--- config.mk ---
export PLATFORM = sky130hd
export DESIGN_NAME = sertx_core
export DESIGN_NICKNAME = d
export VERILOG_FILES = /design/src/rtl/sertx_pkg.sv /design/src/rtl/sertx_regs.sv /design/src/rtl/sertx_shift.sv /design/src/rtl/sertx_irq.sv /design/src/rtl/sertx_core.sv
export SDC_FILE = /design/constraint.sdc
export NUM_CORES = 1
export LEC_CHECK = 0
export ABC_CLOCK_PERIOD_IN_PS = 4500
export BUFFER_PORTS_ARGS = -buffer_cell sky130_fd_sc_hd__buf_2
export CORE_MARGIN = 8
export CORE_UTILIZATION = 34
export CTS_BUF_LIST = sky130_fd_sc_hd__clkbuf_2 sky130_fd_sc_hd__clkbuf_4 sky130_fd_sc_hd__clkbuf_8
export CTS_CLUSTER_DIAMETER = 100
export DETAILED_ROUTE_END_ITERATION = 8
export HOLD_SLACK_MARGIN = 0.06
export PLACE_DENSITY_LB_ADDON = 0.08
export SKIP_CTS_REPAIR_TIMING = 1
export SYNTH_ARGS = -nofsm -noshare
export SYNTH_HDL_FRONTEND = slang
export SYNTH_SLANG_ARGS = --single-unit
--- constraint.sdc ---
create_clock -name clk -period 4.5 [get_ports clk]
set_input_delay 0.225 -clock clk [delete_from_list [all_inputs] [get_ports clk]]
set_output_delay 0.225 -clock clk [all_outputs]
set_load 0.02 [all_outputs]
--- src/rtl/sertx_pkg.sv ---
package sertx_pkg;

   // Kind of character slot chosen at each boundary
   typedef enum logic [2:0] {
      SL_OFF,
      SL_LEAD,
      SL_WORD,
      SL_FILL,
      SL_BRK
   } slot_e;

   // Host register addresses
   localparam logic [1:0] A_DATA = 2'd0;
   localparam logic [1:0] A_CTRL = 2'd1;
   localparam logic [1:0] A_SYNC = 2'd2;
   localparam logic [1:0] A_STAT = 2'd3;

   // Control bit positions
   localparam int C_EN   = 0;
   localparam int C_SYNC = 1;
   localparam int C_BRK  = 2;

endpackage

--- src/rtl/sertx_regs.sv ---
module sertx_regs
   import sertx_pkg::*;
#(
   parameter int DW = 8
) (
   input  logic          clk,
   input  logic          rst_n,
   input  logic          wr_en,
   input  logic [1:0]    wr_addr,
   input  logic [DW-1:0] wr_data,
   input  logic          load,
   input  logic          urun_set,
   input  logic          end_set,
   output logic          en,
   output logic          sync_md,
   output logic          brk,
   output logic [DW-1:0] sync_chr,
   output logic [DW-1:0] buf_q,
   output logic          buf_full,
   output logic          urun,
   output logic          end_flg
);

   logic wr_ctrl, wr_dat, wr_syn, wr_clr;

   assign wr_ctrl = wr_en && (wr_addr == A_CTRL);
   assign wr_dat  = wr_en && (wr_addr == A_DATA);
   assign wr_syn  = wr_en && (wr_addr == A_SYNC);
   assign wr_clr  = wr_en && (wr_addr == A_STAT) && wr_data[0];

   always_ff @(posedge clk) begin
      if (!rst_n) begin
         en       <= 1'b0;
         sync_md  <= 1'b0;
         brk      <= 1'b0;
         sync_chr <= '0;
         buf_q    <= '0;
         buf_full <= 1'b0;
         urun     <= 1'b0;
         end_flg  <= 1'b0;
      end else begin
         if (wr_ctrl) begin
            en      <= wr_data[C_EN];
            sync_md <= wr_data[C_SYNC];
            brk     <= wr_data[C_BRK];
         end
         if (wr_syn) sync_chr <= wr_data;
         // a host write wins over a simultaneous hand-off to the shifter
         if (wr_dat) begin
            buf_q    <= wr_data;
            buf_full <= 1'b1;
         end else if (load) begin
            buf_full <= 1'b0;
         end
         // set wins over clear for the underrun flag
         if (wr_clr)   urun <= 1'b0;
         if (urun_set) urun <= 1'b1;
         // enabling clears the stopped flag
         if (end_set)                        end_flg <= 1'b1;
         if (wr_ctrl && wr_data[C_EN])       end_flg <= 1'b0;
      end
   end

endmodule

--- src/rtl/sertx_shift.sv ---
module sertx_shift
   import sertx_pkg::*;
#(
   parameter int DW = 8
) (
   input  logic          clk,
   input  logic          rst_n,
   input  logic          tick,
   input  logic          en,
   input  logic          sync_md,
   input  logic          brk,
   input  logic          buf_full,
   input  logic [DW-1:0] buf_q,
   input  logic [DW-1:0] sync_chr,
   output logic          line,
   output logic          load,
   output logic          urun_set,
   output logic          brk_pulse,
   output logic          end_set
);

   localparam int FW = DW + 2;
   localparam int CW = $clog2(FW + 1);
   localparam logic [CW-1:0] LEN_S = CW'(DW);
   localparam logic [CW-1:0] LEN_A = CW'(FW);
   localparam logic [CW-1:0] LEN_1 = CW'(1);

   logic [FW-1:0] sh;
   logic [CW-1:0] cnt;
   logic          running;
   logic          last_word;
   logic          edge_now;
   slot_e         kind;
   logic [FW-1:0] frm;
   logic [CW-1:0] flen;

   assign edge_now = tick && (cnt == '0);

   // choose the next slot
   always_comb begin
      if (!running)      kind = en ? SL_LEAD : SL_OFF;
      else if (!en)      kind = SL_OFF;
      else if (brk)      kind = SL_BRK;
      else if (buf_full) kind = SL_WORD;
      else               kind = SL_FILL;
   end

   // bit pattern and length of that slot
   always_comb begin
      frm  = '1;
      flen = LEN_1;
      unique case (kind)
         SL_WORD: begin
            if (sync_md) begin
               frm  = {2'b11, buf_q};
               flen = LEN_S;
            end else begin
               frm  = {1'b1, buf_q, 1'b0};
               flen = LEN_A;
            end
         end
         SL_FILL: begin
            if (sync_md) begin
               frm  = {2'b11, sync_chr};
               flen = LEN_S;
            end
         end
         SL_BRK: begin
            frm  = '0;
            flen = sync_md ? LEN_S : LEN_A;
         end
         default: ;
      endcase
   end

   assign load      = edge_now && (kind == SL_WORD);
   assign urun_set  = edge_now && (kind == SL_FILL) && last_word;
   assign brk_pulse = edge_now && (kind == SL_BRK);
   assign end_set   = edge_now && running && (kind == SL_OFF);

   always_ff @(posedge clk) begin
      if (!rst_n) begin
         sh        <= '1;
         cnt       <= '0;
         running   <= 1'b0;
         last_word <= 1'b0;
         line      <= 1'b1;
      end else if (tick) begin
         if (cnt == '0) begin
            line      <= frm[0];
            sh        <= frm >> 1;
            cnt       <= flen - LEN_1;
            running   <= (kind != SL_OFF);
            last_word <= (kind == SL_WORD);
         end else begin
            line <= sh[0];
            sh   <= sh >> 1;
            cnt  <= cnt - LEN_1;
         end
      end
   end

endmodule

--- src/rtl/sertx_irq.sv ---
module sertx_irq (
   input  logic clk,
   input  logic rst_n,
   input  logic empty,
   input  logic urun,
   input  logic end_flg,
   input  logic brk_pulse,
   output logic irq_empty,
   output logic irq_err
);

   logic empty_q, urun_q, end_q, brk_q;

   always_ff @(posedge clk) begin
      if (!rst_n) begin
         empty_q <= 1'b1;
         urun_q  <= 1'b0;
         end_q   <= 1'b0;
         brk_q   <= 1'b0;
      end else begin
         empty_q <= empty;
         urun_q  <= urun;
         end_q   <= end_flg;
         brk_q   <= brk_pulse;
      end
   end

   assign irq_empty = empty & ~empty_q;
   assign irq_err   = (urun & ~urun_q) | (end_flg & ~end_q) | brk_q;

endmodule

--- src/rtl/sertx_core.sv ---
module sertx_core
   import sertx_pkg::*;
#(
   parameter int DATA_W = 8
) (
   input  logic              clk,
   input  logic              rst_n,
   input  logic              bit_en,
   input  logic              wr_en,
   input  logic [1:0]        wr_addr,
   input  logic [DATA_W-1:0] wr_data,
   output logic              tx_line,
   output logic              irq_empty,
   output logic              irq_err,
   output logic              sts_empty,
   output logic              sts_underrun,
   output logic              sts_end
);

   generate
      if (DATA_W < 3) begin : g_bad_width
         $error("sertx_core: DATA_W must hold the three control bits");
      end
   endgenerate

   logic              en, sync_md, brk, buf_full;
   logic [DATA_W-1:0] sync_chr, buf_q;
   logic              load, urun_set, brk_pulse, end_set;

   sertx_regs #(.DW(DATA_W)) regs_i (
      .clk      (clk),
      .rst_n    (rst_n),
      .wr_en    (wr_en),
      .wr_addr  (wr_addr),
      .wr_data  (wr_data),
      .load     (load),
      .urun_set (urun_set),
      .end_set  (end_set),
      .en       (en),
      .sync_md  (sync_md),
      .brk      (brk),
      .sync_chr (sync_chr),
      .buf_q    (buf_q),
      .buf_full (buf_full),
      .urun     (sts_underrun),
      .end_flg  (sts_end)
   );

   sertx_shift #(.DW(DATA_W)) shift_i (
      .clk       (clk),
      .rst_n     (rst_n),
      .tick      (bit_en),
      .en        (en),
      .sync_md   (sync_md),
      .brk       (brk),
      .buf_full  (buf_full),
      .buf_q     (buf_q),
      .sync_chr  (sync_chr),
      .line      (tx_line),
      .load      (load),
      .urun_set  (urun_set),
      .brk_pulse (brk_pulse),
      .end_set   (end_set)
   );

   assign sts_empty = ~buf_full;

   sertx_irq irq_i (
      .clk       (clk),
      .rst_n     (rst_n),
      .empty     (sts_empty),
      .urun      (sts_underrun),
      .end_flg   (sts_end),
      .brk_pulse (brk_pulse),
      .irq_empty (irq_empty),
      .irq_err   (irq_err)
   );

endmodule

==> results.yml <==
detailed_routing:
  wl_per_cell_um: 14.1
  via_count: 1457
  totalWireLength_mm: 4.12
  dr.pass1.iters: 4
  wl_met1_mm: 2.22
  met3WireLength_um: 147
  viasPerCell: 4.99
  wl_met2_mm: 1.69
  drt_iter0_markers: 68
  routed.top_layer: "met4"
  drc: 0
  ant_nets: 0
timing:
  slew_violations: 0
  worstMarginPinSlew_ns: 0.658
  setup_viol: 0
  slew_headroom_pct: 56.0
  finalCritPeriodShare_pct: 42.8
  rsz0062_at_grt: "no"
  clock_skew_ns: 0.00542
  fmax_mhz: 519
  fin_tns_setup_ns: 0
  period_minus_slack_ns: 1.93
  hold_viol: 0
place:
  placed_area_sq_um: 2070
  port_buffers: 19
  dp_hpwl_mm: 2.97
  place_congestion: 0.818
synthesis:
  async_reset_ff_share_pct: 0
  synth_seq_area_share_pct: 44.0
  synth.ff_latch_count: 43
  postSynthCellCount: 208
  syn_nets: 223
  synth_edf_count: 0
  syn_avg_cell_area_sq_um: 9.40
  synthFlopType: "dfxtp_1"
  synthDistinctLibCells: 34
  syn_area_sq_um: 1960
  yosys_warnings: 0
clock_network:
  root_buffer: "clkbuf_8"
  path_clk_slew_ns: 0.08
  clkLatencyLatePin_ns: 0.30
  cts_buffer_depth: 2
  tritoncts: "built"
  cts_buffers: 5
  cts_sinks: 43
  ctsHtreeMaxLevel: 2
worst_setup_path:
  critPathKind: "flop to flop"
  timing.rr.start: "shift_i.cnt[3]"
  endpoint_kind: "flop"
  startpoint: "shift_i.cnt[3]"
  cp_max_fo: 13
  cp.required_ns: 4.67
  critical_path_arrival_ns: 2.10
  start_kind: "flop"
die:
  ios: 20
  die_h_um: 91.8
  fp-row-count: 27
  dieArea_sq_um: 8430
  core_sq_um: 5540
  start_util_pct: 35.3
  die_w_um: 91.8
grt:
  antenna_found_initial: 0
  grt_pass1_vias: 1490
  grtUsageTotal_pct: 10.5
  grt_pass1_wl_mm: 7.29
  grt_max_degree: 40
  grt_overflow: 0
final_layout:
  area_growth_pct: 12.0
  drive_gt1_share_pct: 16.8
  num-fill-cells: 592
  antennaDiodeCount: 0
  fin_nets: 234
  final_cell_area_sq_um: 2190
pwr:
  p_comb_share_pct: 10.9
  p_per_area_nw_per_um2: 371
  power_leakage_uw: 0.000844
  switching_power_uw: 199
  ir_drop_mv: 0.164
  p_seq_share_pct: 50.6
  power_frac_clock_pct: 38.5
  p_int_uw: 613
  swShare_pct: 24.5
job:
  drv_cap: 0
run_status:
  status: "complete, no violations"
min_path:
  min_from: "wr_data[7]"
  hp-class: "input pin to flop"
## sequential cells by signal (all words and copies together), names as in the netlist
name               count
regs_i.brk             1
regs_i.buf_q           8
irq_i.brk_q            1
shift_i.sh            10
irq_i.empty_q          1
regs_i.end_flg         1
regs_i.urun            1
shift_i.running        1
regs_i.sync_chr        8
shift_i.last_word      1
shift_i.line           1
regs_i.buf_full        1
shift_i.cnt            4
irq_i.urun_q           1
irq_i.end_q            1
regs_i.sync_md         1
regs_i.en              1
## cells by family after synthesis
logic type / Yosys count / synth area share [%]
AOI/OAI and AO/OA: 45 / 16.5
xor gates and xnor gates: 1 / 0.448
adders and majority gates: 1 / 0.640
buffers and inverters: 21 / 4.86
DFF: 43 / 44.0
muxes: 25 / 12.8
and+or+nand+nor: 72 / 20.7
## final cells by class
| class | instances | area, sq um | share of cell area (%) |
|---|---|---|---|
| tap | 72 | 90.1 | 4.11 |
| clock buffer | 6 | 82.6 | 3.77 |
| sequential | 43 | 861 | 39.3 |
| inverter | 5 | 18.8 | 0.857 |
| multi-input combinational | 144 | 1000 | 45.7 |
| timing repair buffer | 20 | 103 | 4.69 |
| clock inverter | 2 | 35.0 | 1.60 |
## per-stage QoR
stage	total power, uW	setup WS, ns	hold WS [ns]	instances	util (%)
4_1_cts	827	2.55	0.184	292	39.5
2_1_floorplan	487	3.01	0.391	208	-
3_3_place_gp	507	2.62	0.453	284	37.4
3_5_place_dp	510	2.56	0.453	284	37.4
6_report	812	2.57	0.193	292	39.5
5_1_grt	860	2.37	0.202	292	39.5
## routing by layer
layer | up-vias | global-route usage, %
met1 | 680 | 14.4
met5 | - | 0
met3 | 6 | 3.50
met2 | 20 | 14.8
met4 | 0 | 4.03
li1 | 751 | -
## worst max-delay path: stages (launching register included)
cell and delay, ns:
dfxtp_1 0.35, nor4_4 0.60, and3_1 0.34, and2_1 0.42, a21oi_2 0.09
## path summary, 6_finish.rpt
kind / end / slack, ns / cells after the start
max: shift_i.sh[1] / 2.57 / 4
max reg2reg: shift_i.sh[1] / 2.57 / 4
min reg2reg: shift_i.sh[9] / 0.48 / 2
min: regs_i.sync_chr[7] / 0.19 / 3
## cell usage in the layout (no fill, tap or decap), types with 3 or more instances in the layout
cell	instances
a21oi_1	4
a21oi_2	8
and2_1	5
buf_2	19
clkbuf_8	6
dfxtp_1	43
inv_1	5
mux2i_1	25
nand2_1	16
nand2b_1	3
nand3_1	7
nand3b_1	4
nor2_1	8
nor2b_1	22
o211ai_1	9
o21ai_0	5
o22ai_1	8
## Yosys cell counts, drive strengths merged, types with 2 or more instances
library cell  number  area [sq um]
nand3b             4          30.0
nand4              2          12.5
clkbuf             7          26.3
nor2b             22           138
and3               2          12.5
nand2             16          60.1
nand3              7          35.0
o21ai              5          25.0
o211a              2          20.0
a21boi             2          15.0
nor2               8          30.0
mux2i             25           250
a21oi             12          90.1
and2               5          31.3
o22ai              8          50.1
dfxtp             43           861
o211ai             9          67.6
inv                5          18.8
a31oi              2          12.5
nand2b             3          18.8
buf                9          50.0
## power groups by stage
stage	registers (uW)	logic, uW	clock network (uW)
finish	411	88.8	312
floorplan	413	74.1	0
detailed placement	420	89.8	0
CTS	411	90.2	325
global route	414	102	345
global placement	419	87.4	0
(Power assumes the default switching activity.)
